### src/rtl/convseq_pkg.sv
// Package: shared constants for the dual-sequence conversion scheduler.
// Assumes exactly two sequences; index 0 is sequence A, index 1 is B.
package convseq_pkg;
    localparam int NSEQ = 2;
    localparam logic SEQ_A = 1'b0;
    localparam logic SEQ_B = 1'b1;
endpackage

### src/rtl/convseq_trig.sv
// Module: convseq_trig
// Turns a set of raw hardware trigger lines into a one-cycle launch pulse.
// The selected lines are watched for edges of the programmed polarity,
// either directly (bypass) or after a two-flop synchronizer.
// Assumes the raw lines may be asynchronous to clk.
module convseq_trig #(
    parameter int NTRIG = 6
) (
    input  logic             clk,
    input  logic             rst_n,
    input  logic [NTRIG-1:0] raw,
    input  logic [NTRIG-1:0] sel,
    input  logic             rising,
    input  logic             bypass,
    output logic             launch
);
    logic [NTRIG-1:0] sync1, sync2, sync3, raw_d;
    logic [NTRIG-1:0] cur, old, edges;

    // Synchronizer chain and a delayed copy of the raw lines for edge detection.
    always_ff @(posedge clk) begin
        if (!rst_n) begin
            sync1 <= '0;
            sync2 <= '0;
            sync3 <= '0;
            raw_d <= '0;
        end else begin
            sync1 <= raw;
            sync2 <= sync1;
            sync3 <= sync2;
            raw_d <= raw;
        end
    end

    // Pick the direct or synchronized path and find edges of the chosen polarity.
    always_comb begin
        cur    = bypass ? raw   : sync2;
        old    = bypass ? raw_d : sync3;
        edges  = rising ? (cur & ~old) : (~cur & old);
        launch = |(edges & sel);
    end
endmodule

### src/rtl/convseq_lane.sv
// Module: convseq_lane
// State of one sequence: the channels still to convert in the current pass
// and whether it currently asks for the converter. Handles launch gating,
// single-step, burst looping and end-of-pass detection.
// Assumes done_hit only arrives while pending is high.
module convseq_lane #(
    parameter int NCH = 12,
    parameter int CHW = 4
) (
    input  logic           clk,
    input  logic           rst_n,
    input  logic           en,
    input  logic [NCH-1:0] chmask,
    input  logic           burst,
    input  logic           step,
    input  logic           launch,
    input  logic           done_hit,
    input  logic [CHW-1:0] done_ch,
    output logic           pending,
    output logic [CHW-1:0] next_ch,
    output logic           pass_end
);
    logic [NCH-1:0] remain, remain_after, reload;
    logic           go;

    // Index of the lowest set bit, used to walk the pass upward.
    function automatic logic [CHW-1:0] first_set(input logic [NCH-1:0] v);
        first_set = '0;
        for (int i = NCH - 1; i >= 0; i--) begin
            if (v[i]) first_set = CHW'(i);
        end
    endfunction

    // Launch gating, remaining set after a completion, and end-of-pass flag.
    always_comb begin
        go           = en && !pending && (burst || launch);
        reload       = (remain == '0) ? chmask : remain;
        remain_after = remain & ~(NCH'(1) << done_ch);
        pass_end     = done_hit && (remain_after == '0);
        next_ch      = first_set(remain);
    end

    // Pass bookkeeping: load on launch, retire channels on completion.
    always_ff @(posedge clk) begin
        if (!rst_n) begin
            remain  <= '0;
            pending <= 1'b0;
        end else if (done_hit) begin
            if (remain_after != '0) begin
                remain  <= remain_after;
                pending <= !(step && !burst);
            end else if (burst && en) begin
                remain  <= chmask;
                pending <= (chmask != '0);
            end else begin
                remain  <= '0;
                pending <= 1'b0;
            end
        end else if (go) begin
            remain  <= reload;
            pending <= (reload != '0);
        end
    end
endmodule

### src/rtl/convseq_issue.sv
// Module: convseq_issue
// Grants the single converter to one of the two sequences and holds the
// request until the converter answers. Priority is resolved only when the
// converter is free, so a running conversion is never cut short.
// Assumes two sequences (package NSEQ = 2).
module convseq_issue
    import convseq_pkg::*;
#(
    parameter int CHW = 4
) (
    input  logic                clk,
    input  logic                rst_n,
    input  logic [NSEQ-1:0]     pending,
    input  logic [NSEQ*CHW-1:0] next_ch,
    input  logic                prio_a,
    input  logic                conv_done,
    output logic                conv_req,
    output logic                conv_seq,
    output logic [CHW-1:0]      conv_ch
);
    logic pick;

    // Winner when the converter is free.
    always_comb begin
        if (pending == 2'b11) pick = prio_a ? SEQ_A : SEQ_B;
        else                  pick = pending[1] ? SEQ_B : SEQ_A;
    end

    // Request register: issue when idle, release on completion.
    always_ff @(posedge clk) begin
        if (!rst_n) begin
            conv_req <= 1'b0;
            conv_seq <= SEQ_A;
            conv_ch  <= '0;
        end else if (conv_req) begin
            if (conv_done) conv_req <= 1'b0;
        end else if (|pending) begin
            conv_req <= 1'b1;
            conv_seq <= pick;
            conv_ch  <= next_ch[int'(pick)*CHW +: CHW];
        end
    end
endmodule

### src/rtl/convseq_sched.sv
// Module: convseq_sched (top)
// Dual-sequence conversion scheduler: per-sequence trigger detection and
// pass state, a shared converter grant, and registered result reporting.
// Assumes a converter that answers each request with one conv_done pulse.
module convseq_sched
    import convseq_pkg::*;
#(
    parameter int NCH   = 12,
    parameter int NTRIG = 6,
    localparam int CHW  = $clog2(NCH)
) (
    input  logic                 clk,
    input  logic                 rst_n,
    input  logic [1:0]           seq_en,
    input  logic                 prio_a,
    input  logic [2*NCH-1:0]     seq_chmask,
    input  logic [2*NTRIG-1:0]   seq_trigmask,
    input  logic [1:0]           seq_trigpol,
    input  logic [1:0]           seq_sync_bypass,
    input  logic [1:0]           seq_swstart,
    input  logic [1:0]           seq_burst,
    input  logic [1:0]           seq_step,
    input  logic [1:0]           seq_evmode,
    input  logic [NTRIG-1:0]     hw_trig,
    output logic                 conv_req,
    output logic                 conv_seq,
    output logic [CHW-1:0]       conv_ch,
    input  logic                 conv_done,
    output logic                 res_valid,
    output logic                 res_seq,
    output logic [CHW-1:0]       res_ch,
    output logic                 res_last,
    output logic [1:0]           seq_irq
);
    logic [NSEQ-1:0]     hw_launch, lane_want, done_hit, pass_end;
    logic [NSEQ*CHW-1:0] lane_next;
    logic                accept;

    assign accept = conv_req && conv_done;

    for (genvar s = 0; s < NSEQ; s++) begin : g_seq
        assign done_hit[s] = accept && (conv_seq == s[0]);

        convseq_trig #(.NTRIG(NTRIG)) u_trig (
            .clk    (clk),
            .rst_n  (rst_n),
            .raw    (hw_trig),
            .sel    (seq_trigmask[s*NTRIG +: NTRIG]),
            .rising (seq_trigpol[s]),
            .bypass (seq_sync_bypass[s]),
            .launch (hw_launch[s])
        );

        convseq_lane #(.NCH(NCH), .CHW(CHW)) u_lane (
            .clk      (clk),
            .rst_n    (rst_n),
            .en       (seq_en[s]),
            .chmask   (seq_chmask[s*NCH +: NCH]),
            .burst    (seq_burst[s]),
            .step     (seq_step[s]),
            .launch   (hw_launch[s] || seq_swstart[s]),
            .done_hit (done_hit[s]),
            .done_ch  (conv_ch),
            .pending  (lane_want[s]),
            .next_ch  (lane_next[s*CHW +: CHW]),
            .pass_end (pass_end[s])
        );
    end

    convseq_issue #(.CHW(CHW)) u_issue (
        .clk       (clk),
        .rst_n     (rst_n),
        .pending   (lane_want),
        .next_ch   (lane_next),
        .prio_a    (prio_a),
        .conv_done (conv_done),
        .conv_req  (conv_req),
        .conv_seq  (conv_seq),
        .conv_ch   (conv_ch)
    );

    // Result and event registers, updated on every accepted completion.
    always_ff @(posedge clk) begin
        if (!rst_n) begin
            res_valid <= 1'b0;
            res_seq   <= SEQ_A;
            res_ch    <= '0;
            res_last  <= 1'b0;
            seq_irq   <= '0;
        end else begin
            res_valid <= accept;
            if (accept) begin
                res_seq  <= conv_seq;
                res_ch   <= conv_ch;
                res_last <= pass_end[conv_seq];
            end
            for (int s = 0; s < NSEQ; s++) begin
                seq_irq[s] <= done_hit[s] && (!seq_evmode[s] || pass_end[s]);
            end
        end
    end
endmodule

### config.mk
export PLATFORM = sky130hd
export DESIGN_NAME = convseq_sched
export DESIGN_NICKNAME = d
export VERILOG_FILES = /design/src/rtl/convseq_pkg.sv /design/src/rtl/convseq_trig.sv /design/src/rtl/convseq_lane.sv /design/src/rtl/convseq_issue.sv /design/src/rtl/convseq_sched.sv
export SDC_FILE = /design/constraint.sdc
export NUM_CORES = 1
export LEC_CHECK = 0
export ABC_CLOCK_PERIOD_IN_PS = 6900
export BUFFER_PORTS_ARGS = -buffer_cell sky130_fd_sc_hd__buf_4
export CAP_MARGIN = 0
export CORE_ASPECT_RATIO = 1.1
export CORE_MARGIN = 3
export CORE_UTILIZATION = 59
export DETAILED_ROUTE_END_ITERATION = 8
export PLACE_DENSITY_LB_ADDON = 0.08
export SYNTH_ARGS = -nofsm -noshare
export SYNTH_HDL_FRONTEND = slang
export SYNTH_SLANG_ARGS = --single-unit
### constraint.sdc
create_clock -name clk -period 6.9 [get_ports clk]
set_clock_uncertainty 0.1 [all_clocks]
set_input_delay 0.345 -clock clk [delete_from_list [all_inputs] [get_ports clk]]
set_output_delay 0.345 -clock clk [all_outputs]
set_load 0.05 [all_outputs]
### Word-level counts from Yosys, hierarchy flattened

Index checks and enable logic that the tools add are counted.

* bits in registers: 59
* bits of input ports: 60
* output and inout port bits: 15
* logic and storage cells: 135

* magnitude comparators: 1
* equal/unequal tests: 1
* shift operators: 2
* muxes and demuxes: 56
* bitwise operators: 15
* reductions and logical operators: 45

Operators with widths (number)
* 12-bit two-way mux: 10
* 4-bit two-way mux: 24
* 12-bit nonzero test: 6
* 12-bit logical NOT: 4
* 6-bit AND: 6
* 6-bit two-way mux: 6
* 12-bit AND: 2
* 6-bit NOT: 4
* 1-bit two-way mux: 16
* 1-bit logical AND: 15
* 12-bit NOT: 1
* 6-bit OR reduction: 2
* 1-bit by 4-bit left shift with 12-bit output, first input constant: 1
* 1-bit logical NOT: 8
* 8-bit by 4-bit variable part select with 4-bit output: 1
* 1-bit logical OR: 6
* 2-bit nonzero test: 2
* 2-bit == test, second input constant: 1
* 1-bit by 2-bit less-than comparator with 1-bit output, second input constant: 1
* 1-bit NOT: 2
* 2-bit AND reduction: 1
* 2-bit OR reduction: 1

### Logic depth before layout (Yosys ltp)

Gate-level depths: netlist of the first run.

* word-level depth: 13
* depth in mapped cells: 10
* mapped depth without buffers: 7

### Modules after synthesis

From an unflattened synthesis of the first run, not the netlist that was laid out.

* cells, all modules: 572
* area total of the unflattened synthesis: 4454.3 µm²

Modules (own cells, without submodules)
* convseq_lane: times used 2, cells an instance 162, area an instance 1127.3 µm², seq. area each 260.2 µm²
* convseq_trig: times used 2, cells an instance 89, area an instance 767.0 µm², seq. area each 360.3 µm²
* convseq_sched: times used 1, cells an instance 39, area an instance 395.4 µm², seq. area each 180.2 µm²
* convseq_issue: times used 1, cells an instance 31, area an instance 270.3 µm², seq. area each 120.1 µm²

### Worst setup path before layout of the first run

Ideal clock, no wire load.

* path kind: flip-flop to flip-flop
* start point: register u_issue.conv_ch[1]
* end point: register g_seq[0].u_lane.remain[10]
* library setup time: 67 ps
* data arrival time: 2486 ps
* required time: 6733 ps
* slack: 4247 ps
* stages on the path, launching flop included: 11
* buffers on the path: 3
* period minus slack after synthesis: 2653 ps
* cell sequence: dfxtp_1 buf_2 buf_6 mux2_1 o32ai_1 o21ai_1 nor4_4 a31o_2 o21ai_2 buf_6 o21ai_2

* word-level cells in the longest chain between the ends: 6

RTL lines
* from (decl): RTL line convseq_issue.sv:19 `output logic [CHW-1:0] conv_ch`
* from (signal assigned): RTL line convseq_issue.sv:40 `conv_ch <= next_ch[int'(pick)*CHW +: CHW];`
* 1-bit by 4-bit left shift with 12-bit output *: RTL line convseq_lane.sv:38 `remain_after = remain & ~(NCH'(1) << done_ch);`
* 12-bit NOT *: RTL line convseq_lane.sv:38
* 12-bit AND *: RTL line convseq_lane.sv:38
* 12-bit nonzero test: RTL line convseq_lane.sv:49 `if (remain_after != '0) begin`
* 12-bit two-way mux *: RTL line convseq_lane.sv:49
* 12-bit two-way mux *: RTL line convseq_lane.sv:48 `end else if (done_hit) begin`
* to (signal assigned): RTL line convseq_lane.sv:50 `remain <= remain_after;`
* to (signal assigned): RTL line convseq_lane.sv:53 `remain <= chmask;`
* to (signal assigned): RTL line convseq_lane.sv:60 `remain <= reload;`
* to (decl): RTL line convseq_lane.sv:23 `logic [NCH-1:0] remain, remain_after, reload;`

Mark *: on every way between the ends. The rest lies on a longest branch, timed or not.
A chain may end at the register's enable or synchronous reset.

### Worst setup path after layout of the first run

* start point: register u_issue.conv_ch[0]
* end point: register g_seq[0].u_lane.remain[2]

Same word-level chain as after synthesis.

==> flow_metrics.py, run 1 <==
metrics = {
    "timing": {
        "rsz0062_at_grt": "no",
        "hold_violations": 0,
        "slew_headroom_pct": 43.23,
        "setup_tns_ns": 0,
        "clock.fmax_mhz": 353.6,
        "post-route-min-period_ns": 2.828,
        "worst_pin_slew_ns": 0.8516,
        "hold_slack_ns": 0.06793,
        "finalCritPeriodShare_pct": 40.98,
        "fin_ws_ns": 4.072,
        "finalSetupViolations": 0,
        "final_max_slew_viol_count": 0,
    },
    "layout": {
        "antenna-diode-count": 0,
        "syn2layout_area_growth_pct": 19.26,
        "nets": 572,
        "drive_gt1_share_pct": 20.97,
    },
    "synthesis": {
        "synth_async_sr_flop_share_pct": 0,
        "netlist_instances": 455,
        "synth_edf_count": 0,
        "ys_ff_latch": 59,
        "syn_area_um2": 3606,
        "synthesis.nets": 515,
        "synth_cell_types": 64,
        "synth_warnings": 0,
        "avgSynthCellArea_um2": 7.925,
        "ys.flop_type": "dfxtp_1",
        "seq_area_frac_synth_pct": 32.76,
    },
    "clock_network": {
        "clk-insertion-delay-late_ns": 0.34,
        "cts_sinks": 59,
        "cts_setup_buffers": 0,
        "cts_hold_buf": 0,
        "cts_tree": "yes",
        "cts_root_buffer": "clkbuf_8",
        "cts_resized": 0,
        "clock_path_buffers": 2,
        "cts_buffers": 9,
        "path_clk_slew_ns": 0.07,
        "cts_max_level": 3,
    },
    "grt": {
        "grt_max_degree": 82,
        "track_usage_pct": 30.18,
        "grt_pass1_vias": 3522,
        "grt_pass1_wl_um": 16670,
        "grt_overflow": 0,
        "grt_antenna_before_repair": 0,
    },
    "pwr": {
        "ir_drop_uv": 220.8,
        "p_leak_uw": 0.001664,
        "powerDensity_nw_per_um2": 270.9,
    },
    "drt": {
        "vias": 3752,
        "drtIter0Drc": 224,
        "vias_per_cell": 6.338,
        "routed_wirelength_um": 10270,
        "post-route-drc-count": 0,
        "ant_nets": 0,
        "wire_per_inst_um": 17.34,
        "firstDrtPassIters": 5,
    },
    "floorplanning": {
        "rows": 29,
        "die-height_um": 88.00,
        "die_area_um2": 7087,
        "die_w_um": 80.54,
        "start_util_pct": 61.73,
        "ios": 75,
        "core_um2": 5842,
    },
    "placement": {
        "routabilityCongestion": 1.005,
        "portBuffers": 74,
        "dp_hpwl_um": 7485,
        "pre_cts_slack_ns": 4.090,
    },
    "worst_setup_path": {
        "slowest_delay_ns": 0.71,
        "worst-path-max-fanout": 20,
        "path_class": "reg2reg",
        "worstSetupStartpoint": "u_issue.conv_ch[0]",
        "arrival_ns": 3.00,
        "path_cells": "nand2_2, o31a_1, o22a_1, nor4_4, a31o_2, o21ai_2, o21ai_2",
        "startpoint_type": "register",
        "critPathCaptureType": "register",
        "cpMaxStageDelayCell": "dfxtp_1",
        "critPathMostFrequentCell": "o21ai_2",
        "required_ns": 7.07,
        "r2r-start": "u_issue.conv_ch[0]",
    },
    "min_path": {
        "worst_hold_startpoint": "seq_evmode[0]",
        "hold_class": "in2reg",
    },
    "run": {
        "cap_viol_max_count": 0,
    },
    "outcome": {
        "status": "completed",
    },
}
## final cells by class
| class | instances | area (um^2) |
|---|---|---|
| clock inverters | 3 | 15.01 |
| repair buffers | 74 | 555.5 |
| multi-input cells | 355 | 2252 |
| well taps | 77 | 96.34 |
| flip-flops and latches | 59 | 1181 |
| inverters | 13 | 48.80 |
| fillers | 492 | 1541 |
| clock buffers | 11 | 151.4 |
## metrics by stage
step | area (um^2) | total power, uW | std cells | util [%]
2_1_floorplan | 3606 | 757.3 | 455 | -
3_3_place_gp | 4134 | 871.2 | 578 | 70.76
3_5_place_dp | 4134 | 880.5 | 578 | 70.76
4_1_cts | 4300 | 1153 | 592 | 73.61
5_1_grt | 4300 | 1230 | 592 | 73.61
6_report | 4300 | 1165 | 592 | 73.61
## metal layers
layer	vias up	routed length [um]	GRT usage [%]
met5	-	0	0
met4	0	362	17.20
met2	175	5043	50.60
met3	32	756	4.424
met1	1744	4104	36.86
li1	1801	-	-
## worst max-delay path, delay by kind of cell, from the launching register on
family | cells | cell delay, ns
DFF | 1 | 0.71
and+or+nand+nor | 2 | 0.72
AOI/OAI and AO/OA | 5 | 1.22
## synthesized netlist by cell type, drive strengths merged (5+ instances only)
cell    instances  area, um^2
dfxtp          59        1181
nand2          49       186.4
o21ai          43       249.0
a21oi          32       167.7
clkbuf         23       86.33
nor2           23       86.33
and2           20       125.1
nor2b          15       93.84
nor4           14       102.6
inv            13       48.80
nor3b          13       97.59
nand2b         12       75.07
nor3           12       60.06
o311ai         12       105.1
o211ai         11       82.58
and3b           9       78.83
o22ai           7       43.79
a21boi          6       45.05
nand3b          6       45.04
or3b            6       52.55
buf             5       37.53
or4b            5       50.05
## final timing paths
kind	endpoint	slack, ns	cells after the start
setup / recovery	g_seq[0].u_lane.remain[2]	4.07	7
hold / removal	seq_irq[0]	0.07	2
setup reg to reg	g_seq[0].u_lane.remain[2]	4.07	7
hold reg to reg	res_ch[1]	0.37	2
## power by group
group          leakage [uW]  total (uW)  internal [uW]  switching (uW)
Clock             0.0000908         277            144             133
Sequential         0.000483         465            385            80.0
Combinational       0.00109         423            176             248
## cells by family after synthesis
logic type | count (synthesis) | share of synthesized area (%)
AOI/OAI and AO/OA | 144 | 27.00
muxes | 5 | 1.770
buffers and inverters | 41 | 4.788
and+or+nand+nor | 206 | 33.69
DFF | 59 | 32.75
## flip-flops by register name, summed over array words and instances (netlist names)
register,count
g_seq.u_lane.pending,2
res_last,1
g_seq.u_trig.sync2,6
res_seq,1
g_seq.u_trig.sync3,6
res_valid,1
u_issue.conv_seq,1
u_issue.conv_req,1
res_ch,4
seq_irq,2
u_issue.conv_ch,4
g_seq.u_trig.sync1,6
g_seq.u_lane.remain,24
## placed cells by master (no fill, tap or decap), types with 13 or more instances in the layout
cell      n
inv_1    13
dfxtp_1  59
a21oi_1  30
buf_4    74
o21ai_0  21
o21ai_1  13
nor2b_1  15
nor4_1   13
nor2_1   23
and2_1   20
nor3b_1  13
nand2_1  48
(Power assumes the default switching activity.)
==> run 2, diff against run 1 <==
--- a/config.mk
+++ b/config.mk
@@ -5,12 +5,12 @@
 export SDC_FILE = /design/constraint.sdc
 export NUM_CORES = 1
 export LEC_CHECK = 0
-export ABC_CLOCK_PERIOD_IN_PS = 6900
+export ABC_CLOCK_PERIOD_IN_PS = 2800
 export BUFFER_PORTS_ARGS = -buffer_cell sky130_fd_sc_hd__buf_4
 export CAP_MARGIN = 0
 export CORE_ASPECT_RATIO = 1.1
 export CORE_MARGIN = 3
-export CORE_UTILIZATION = 59
+export CORE_UTILIZATION = 55
 export DETAILED_ROUTE_END_ITERATION = 8
 export PLACE_DENSITY_LB_ADDON = 0.08
 export SYNTH_ARGS = -nofsm -noshare
==> constraint.sdc (replaced) <==
create_clock -name clk -period 2.8 [get_ports clk]
set_clock_uncertainty 0.1 [all_clocks]
set_input_delay 0.14 -clock clk [delete_from_list [all_inputs] [get_ports clk]]
set_output_delay 0.14 -clock clk [all_outputs]
set_load 0.05 [all_outputs]
==> flow_metrics.py, run 2 (synthesized netlist as in run 1, its figures left out) <==
metrics = {
    "outcome": {
        "status": "completed",
    },
    "timing": {
        "slew_headroom_pct": 48.05,
        "setup_tns_ns": 0,
        "finalCritPeriodShare_pct": 95.22,
        "clock.fmax_mhz": 375.1,
        "final_max_slew_viol_count": 0,
        "hold_violations": 0,
        "rsz0062_at_grt": "no",
        "finalSetupViolations": 0,
        "hold_slack_ns": 0.01631,
        "post-route-min-period_ns": 2.666,
        "worst_pin_slew_ns": 0.7792,
    },
    "grt": {
        "grt_max_degree": 82,
        "grt_pass1_wl_um": 17950,
        "grt_antenna_before_repair": 0,
        "grt_overflow": 0,
        "grt_pass1_vias": 3712,
        "track_usage_pct": 29.08,
    },
    "clock_network": {
        "cts_root_buffer": "clkbuf_8",
        "clock_path_buffers": 2,
        "cts_sinks": 59,
        "clk-insertion-delay-late_ns": 0.34,
        "path_clk_slew_ns": 0.07,
        "cts_buffers": 9,
        "cts_tree": "yes",
        "cts_max_level": 3,
    },
    "drt": {
        "post-route-drc-count": 0,
        "firstDrtPassIters": 5,
        "ant_nets": 0,
        "drtIter0Drc": 219,
        "routed_wirelength_um": 10920,
        "wire_per_inst_um": 17.06,
        "vias": 3860,
        "vias_per_cell": 6.031,
    },
    "floorplanning": {
        "start_util_pct": 57.52,
        "die_area_um2": 7565,
        "die-height_um": 90.92,
        "rows": 30,
        "die_w_um": 83.20,
        "core_um2": 6269,
        "ios": 75,
    },
    "layout": {
        "nets": 615,
        "top_register": "g_seq.u_lane.remain",
        "mostFrequentLayoutCells": "buf_4 (88), dfxtp_1 (57), nand2_1 (48), a21oi_1 (30), dlygate4sd3_1 (29)",
        "largest_reg_flops": 24,
        "syn2layout_area_growth_pct": 31.30,
        "final_common_cell": "buf_4",
        "drive_gt1_share_pct": 22.68,
        "antenna-diode-count": 0,
        "final_area_um2": 4735,
    },
    "worst_setup_path": {
        "cpMaxStageDelayCell": "or4b_1",
        "critPathCaptureType": "register",
        "r2r_end": "g_seq[0].u_lane.remain[0]",
        "reg2regPathDepth": 8,
        "crit_buf_inv": 1,
        "worst-path-max-fanout": 12,
        "endpoint": "g_seq[0].u_lane.remain[0]",
        "path_class": "reg2reg",
        "path_cells": "buf_4, or4b_1, o31a_1, o22a_1, nor4_4, a31o_2, o21ai_2, o21ai_1",
        "worstSetupStartpoint": "u_issue.conv_ch[0]",
        "cpLargestDelayFamily": "compound AO/OA/AOI/OAI gates",
        "arrival_ns": 2.84,
        "r2r-start": "u_issue.conv_ch[0]",
        "startpoint_type": "register",
        "required_ns": 2.97,
        "slowest_delay_ns": 0.52,
        "crit_cells": 8,
        "r2r_slack_ns": 0.13,
    },
    "placement": {
        "routabilityCongestion": 0.9522,
        "dpl_cell_area_um2": 4243,
        "dp_hpwl_um": 7700,
        "portBuffers": 74,
    },
    "run": {
        "cap_viol_max_count": 0,
    },
    "min_path": {
        "hold_class": "in2reg",
    },
    "pwr": {
        "p_leak_uw": 0.001864,
        "powerDensity_nw_per_um2": 655.2,
        "ir_drop_uv": 551.4,
        "power.total_uw": 3102,
    },
}
-- run 2: tightest hold or removal path, stage by stage --
cell     delay (ns)
buf_4          0.09
o21ai_0        0.09
a21oi_2        0.10
-- run 2: worst min path at each step --
stage | startpoint | to | slack [ns] | cells after the start
global placement | seq_evmode[0] | seq_irq[0] | 0.22 | 2
detailed placement | seq_evmode[0] | seq_irq[0] | 0.22 | 2
finish | seq_chmask[4] | g_seq[0].u_lane.remain[4] | 0.02 | 3
floorplan | seq_evmode[0] | seq_irq[0] | 0.13 | 1
CTS | seq_chmask[8] | g_seq[0].u_lane.remain[8] | 0.01 | 3
global route | seq_chmask[8] | g_seq[0].u_lane.remain[8] | 0.03 | 3
-- run 2: routing by layer --
| metal | GRT usage [%] | vias up | wire length, um |
|---|---|---|---|
| met5 | 0 | - | 0 |
| li1 | - | 1891 | - |
| met2 | 49.53 | 134 | 5370 |
| met4 | 11.31 | 0 | 282 |
| met3 | 5.018 | 22 | 577 |
| met1 | 36.39 | 1813 | 4685 |
-- run 2: final cells by class --
cell class | count | area (um^2)
flip-flops and latches | 59 | 1184
clock buffers | 9 | 123.9
multi-input cells | 355 | 2258
inverters | 13 | 48.80
clock inverters | 7 | 68.82
fillers | 489 | 1534
repair buffers | 117 | 950.9
well taps | 80 | 100.1
-- run 2: timing repair --
item	CTS	global route
endpoints found under the hold margin	29	0
endpoints found under the setup margin	0	24
hold buffers	29	0
buffers inserted	0	0
resized for setup	0	3
-- run 2: power breakdown --
part | internal [uW] | total [uW] | switching, uW
Combinational | 532 | 1200 | 666
Sequential | 948 | 1130 | 178
Clock | 407 | 777 | 370
-- run 2: through the flow --
step                worst slack, ns  instances  utilization, %
floorplan                    0.1471        455               -
global placement             0.1984        595           67.68
detailed placement           0.1412        595           67.68
CTS                          0.1244        640           75.39
global route              0.0008238        640           75.53
finish                       0.1339        640           75.53
==> run 3, diff against run 2 <==
--- a/config.mk
+++ b/config.mk
@@ -8,7 +8,6 @@
 export ABC_CLOCK_PERIOD_IN_PS = 2800
 export BUFFER_PORTS_ARGS = -buffer_cell sky130_fd_sc_hd__buf_4
 export CAP_MARGIN = 0
-export CORE_ASPECT_RATIO = 1.1
 export CORE_MARGIN = 3
 export CORE_UTILIZATION = 55
 export DETAILED_ROUTE_END_ITERATION = 8
==> flow_metrics.py, run 3 (synthesized netlist as in run 1, its figures left out) <==
metrics = {
    "pwr": {
        "ir_drop_uv": 634.3,
        "power.total_uw": 3287,
        "p_leak_uw": 0.001877,
        "powerDensity_nw_per_um2": 691.1,
    },
    "drt": {
        "wire_per_inst_um": 17.11,
        "post-route-drc-count": 0,
        "routed_wirelength_um": 10820,
        "vias": 3887,
        "firstDrtPassIters": 5,
        "vias_per_cell": 6.150,
        "drtIter0Drc": 379,
        "ant_nets": 0,
    },
    "floorplanning": {
        "ios": 75,
        "die_area_um2": 7564,
        "die-height_um": 86.97,
        "die_w_um": 86.97,
        "start_util_pct": 58.82,
        "rows": 28,
        "core_um2": 6131,
    },
    "worst_setup_path": {
        "path_class": "reg2reg",
        "cpLargestDelayFamily": "compound AO/OA/AOI/OAI gates",
        "worst-path-max-fanout": 17,
        "path_cells": "nand2b_1, buf_4, o32ai_1, o21ai_1, nor4_4, a31o_2, o21ai_2, o21ai_2",
        "startpoint_type": "register",
        "crit_buf_inv": 1,
        "arrival_ns": 2.70,
        "critPathCaptureType": "register",
        "slowest_delay_ns": 0.49,
        "cpMaxStageDelayCell": "dfxtp_2",
        "critPathMostFrequentCell": "o21ai_2",
        "required_ns": 2.97,
    },
    "layout": {
        "largest_reg_flops": 24,
        "final_cells": 632,
        "final_common_cell": "buf_4",
        "drive_gt1_share_pct": 22.26,
        "syn2layout_area_growth_pct": 31.89,
        "nets": 612,
        "n_fill_cell": 451,
        "top_register": "g_seq.u_lane.remain",
        "mostFrequentLayoutCells": "buf_4 (85), dfxtp_1 (56), nand2_1 (48), a21oi_1 (30), dlygate4sd3_1 (29)",
        "antenna-diode-count": 0,
    },
    "placement": {
        "routabilityCongestion": 0.9040,
        "dp_hpwl_um": 7411,
        "dp.cells": 587,
        "portBuffers": 74,
    },
    "timing": {
        "hold_slack_ns": 0.007713,
        "slew_headroom_pct": 46.77,
        "final_max_slew_viol_count": 0,
        "finalSetupViolations": 0,
        "hold_violations": 0,
        "finalCritPeriodShare_pct": 90.19,
        "rsz0062_at_grt": "no",
        "setup_tns_ns": 0,
        "clock.fmax_mhz": 396.0,
        "worst_pin_slew_ns": 0.7984,
        "post-route-min-period_ns": 2.525,
    },
    "clock_network": {
        "cts_sinks": 59,
        "cts_buffers": 9,
        "cts_tree": "yes",
        "cts_root_buffer": "clkbuf_8",
        "cts_max_level": 3,
        "path_clk_slew_ns": 0.07,
        "clock_path_buffers": 2,
        "clk-insertion-delay-late_ns": 0.34,
    },
    "min_path": {
        "hold_class": "in2reg",
    },
    "grt": {
        "grt_pass1_vias": 3530,
        "grt_max_degree": 82,
        "grt_overflow": 0,
        "grt_pass1_wl_um": 17390,
        "grt_antenna_before_repair": 0,
        "track_usage_pct": 29.11,
    },
    "run": {
        "cap_viol_max_count": 0,
    },
    "outcome": {
        "status": "completed",
    },
}
## run 3: changes by cell type in the layout (fill, tap and decap cells not counted), sizes merged
cell | previous run | this run
buf | 88 | 85
clkbuf | 9 | 11
clkinv | 4 | 2
clkinvlp | 2 | 0
bufinv | 1 | 3
## run 3: path summary, 6_finish.rpt
| kind | slack [ns] | from | depth (start not counted) | endpoint |
|---|---|---|---|---|
| max | 0.27 | u_issue.conv_ch[3] | 8 | g_seq[0].u_lane.remain[10] |
| min | 0.008 | seq_chmask[4] | 3 | g_seq[0].u_lane.remain[4] |
| max reg2reg | 0.27 | u_issue.conv_ch[3] | 8 | g_seq[0].u_lane.remain[10] |
| min reg2reg | 0.37 | res_ch[0] | 2 | res_ch[0] |
## run 3: final cells by class
class / count / area [um^2] / area share, %
clock buffer: 11 / 141.4 / 2.973
multi-input combinational: 355 / 2258 / 47.49
clock inverter: 5 / 100.1 / 2.105
inverter: 13 / 48.80 / 1.026
timing repair buffer: 114 / 928.4 / 19.52
sequential: 59 / 1185 / 24.91
tap: 75 / 93.84 / 1.973
## run 3: what timing repair did
item / CTS / global route
resized for setup: 0 / 4
endpoints found under the setup margin: 0 / 15
endpoints found under the hold margin: 29 / 0
setup buffers: 0 / 0
hold buffers: 29 / 0
## run 3: through the flow
| step | area [um^2] | setup slack, ns | utilization [%] |
|---|---|---|---|
| 6_report | 4756 | 0.2747 | 77.57 |
| 3_3_place_gp | 4214 | 0.1568 | 68.73 |
| 4_1_cts | 4746 | 0.1269 | 77.41 |
| 2_1_floorplan | 3606 | 0.1471 | - |
| 3_5_place_dp | 4214 | 0.1332 | 68.73 |
| 5_1_grt | 4756 | 0.1071 | 77.57 |
## run 3: where the power goes
group          total, uW  switching [uW]  internal, uW
combinational       1180             652           524
clock                964             351           613
sequential          1150             197           949
total               3290            1200          2090
## run 3: tightest hold or removal path, stage by stage
cell	delay (ns)
buf_4	0.08
o21ai_0	0.09
a21oi_2	0.10
## run 3: per-layer routing
layer / GRT usage [%] / up-vias / part of all wire [%]
met5: 0 / - / 0
met3: 6.717 / 20 / 7.7
met1: 40.95 / 1793 / 45
met4: 6.232 / 0 / 1.5
met2: 45.41 / 180 / 46
li1: - / 1894 / -
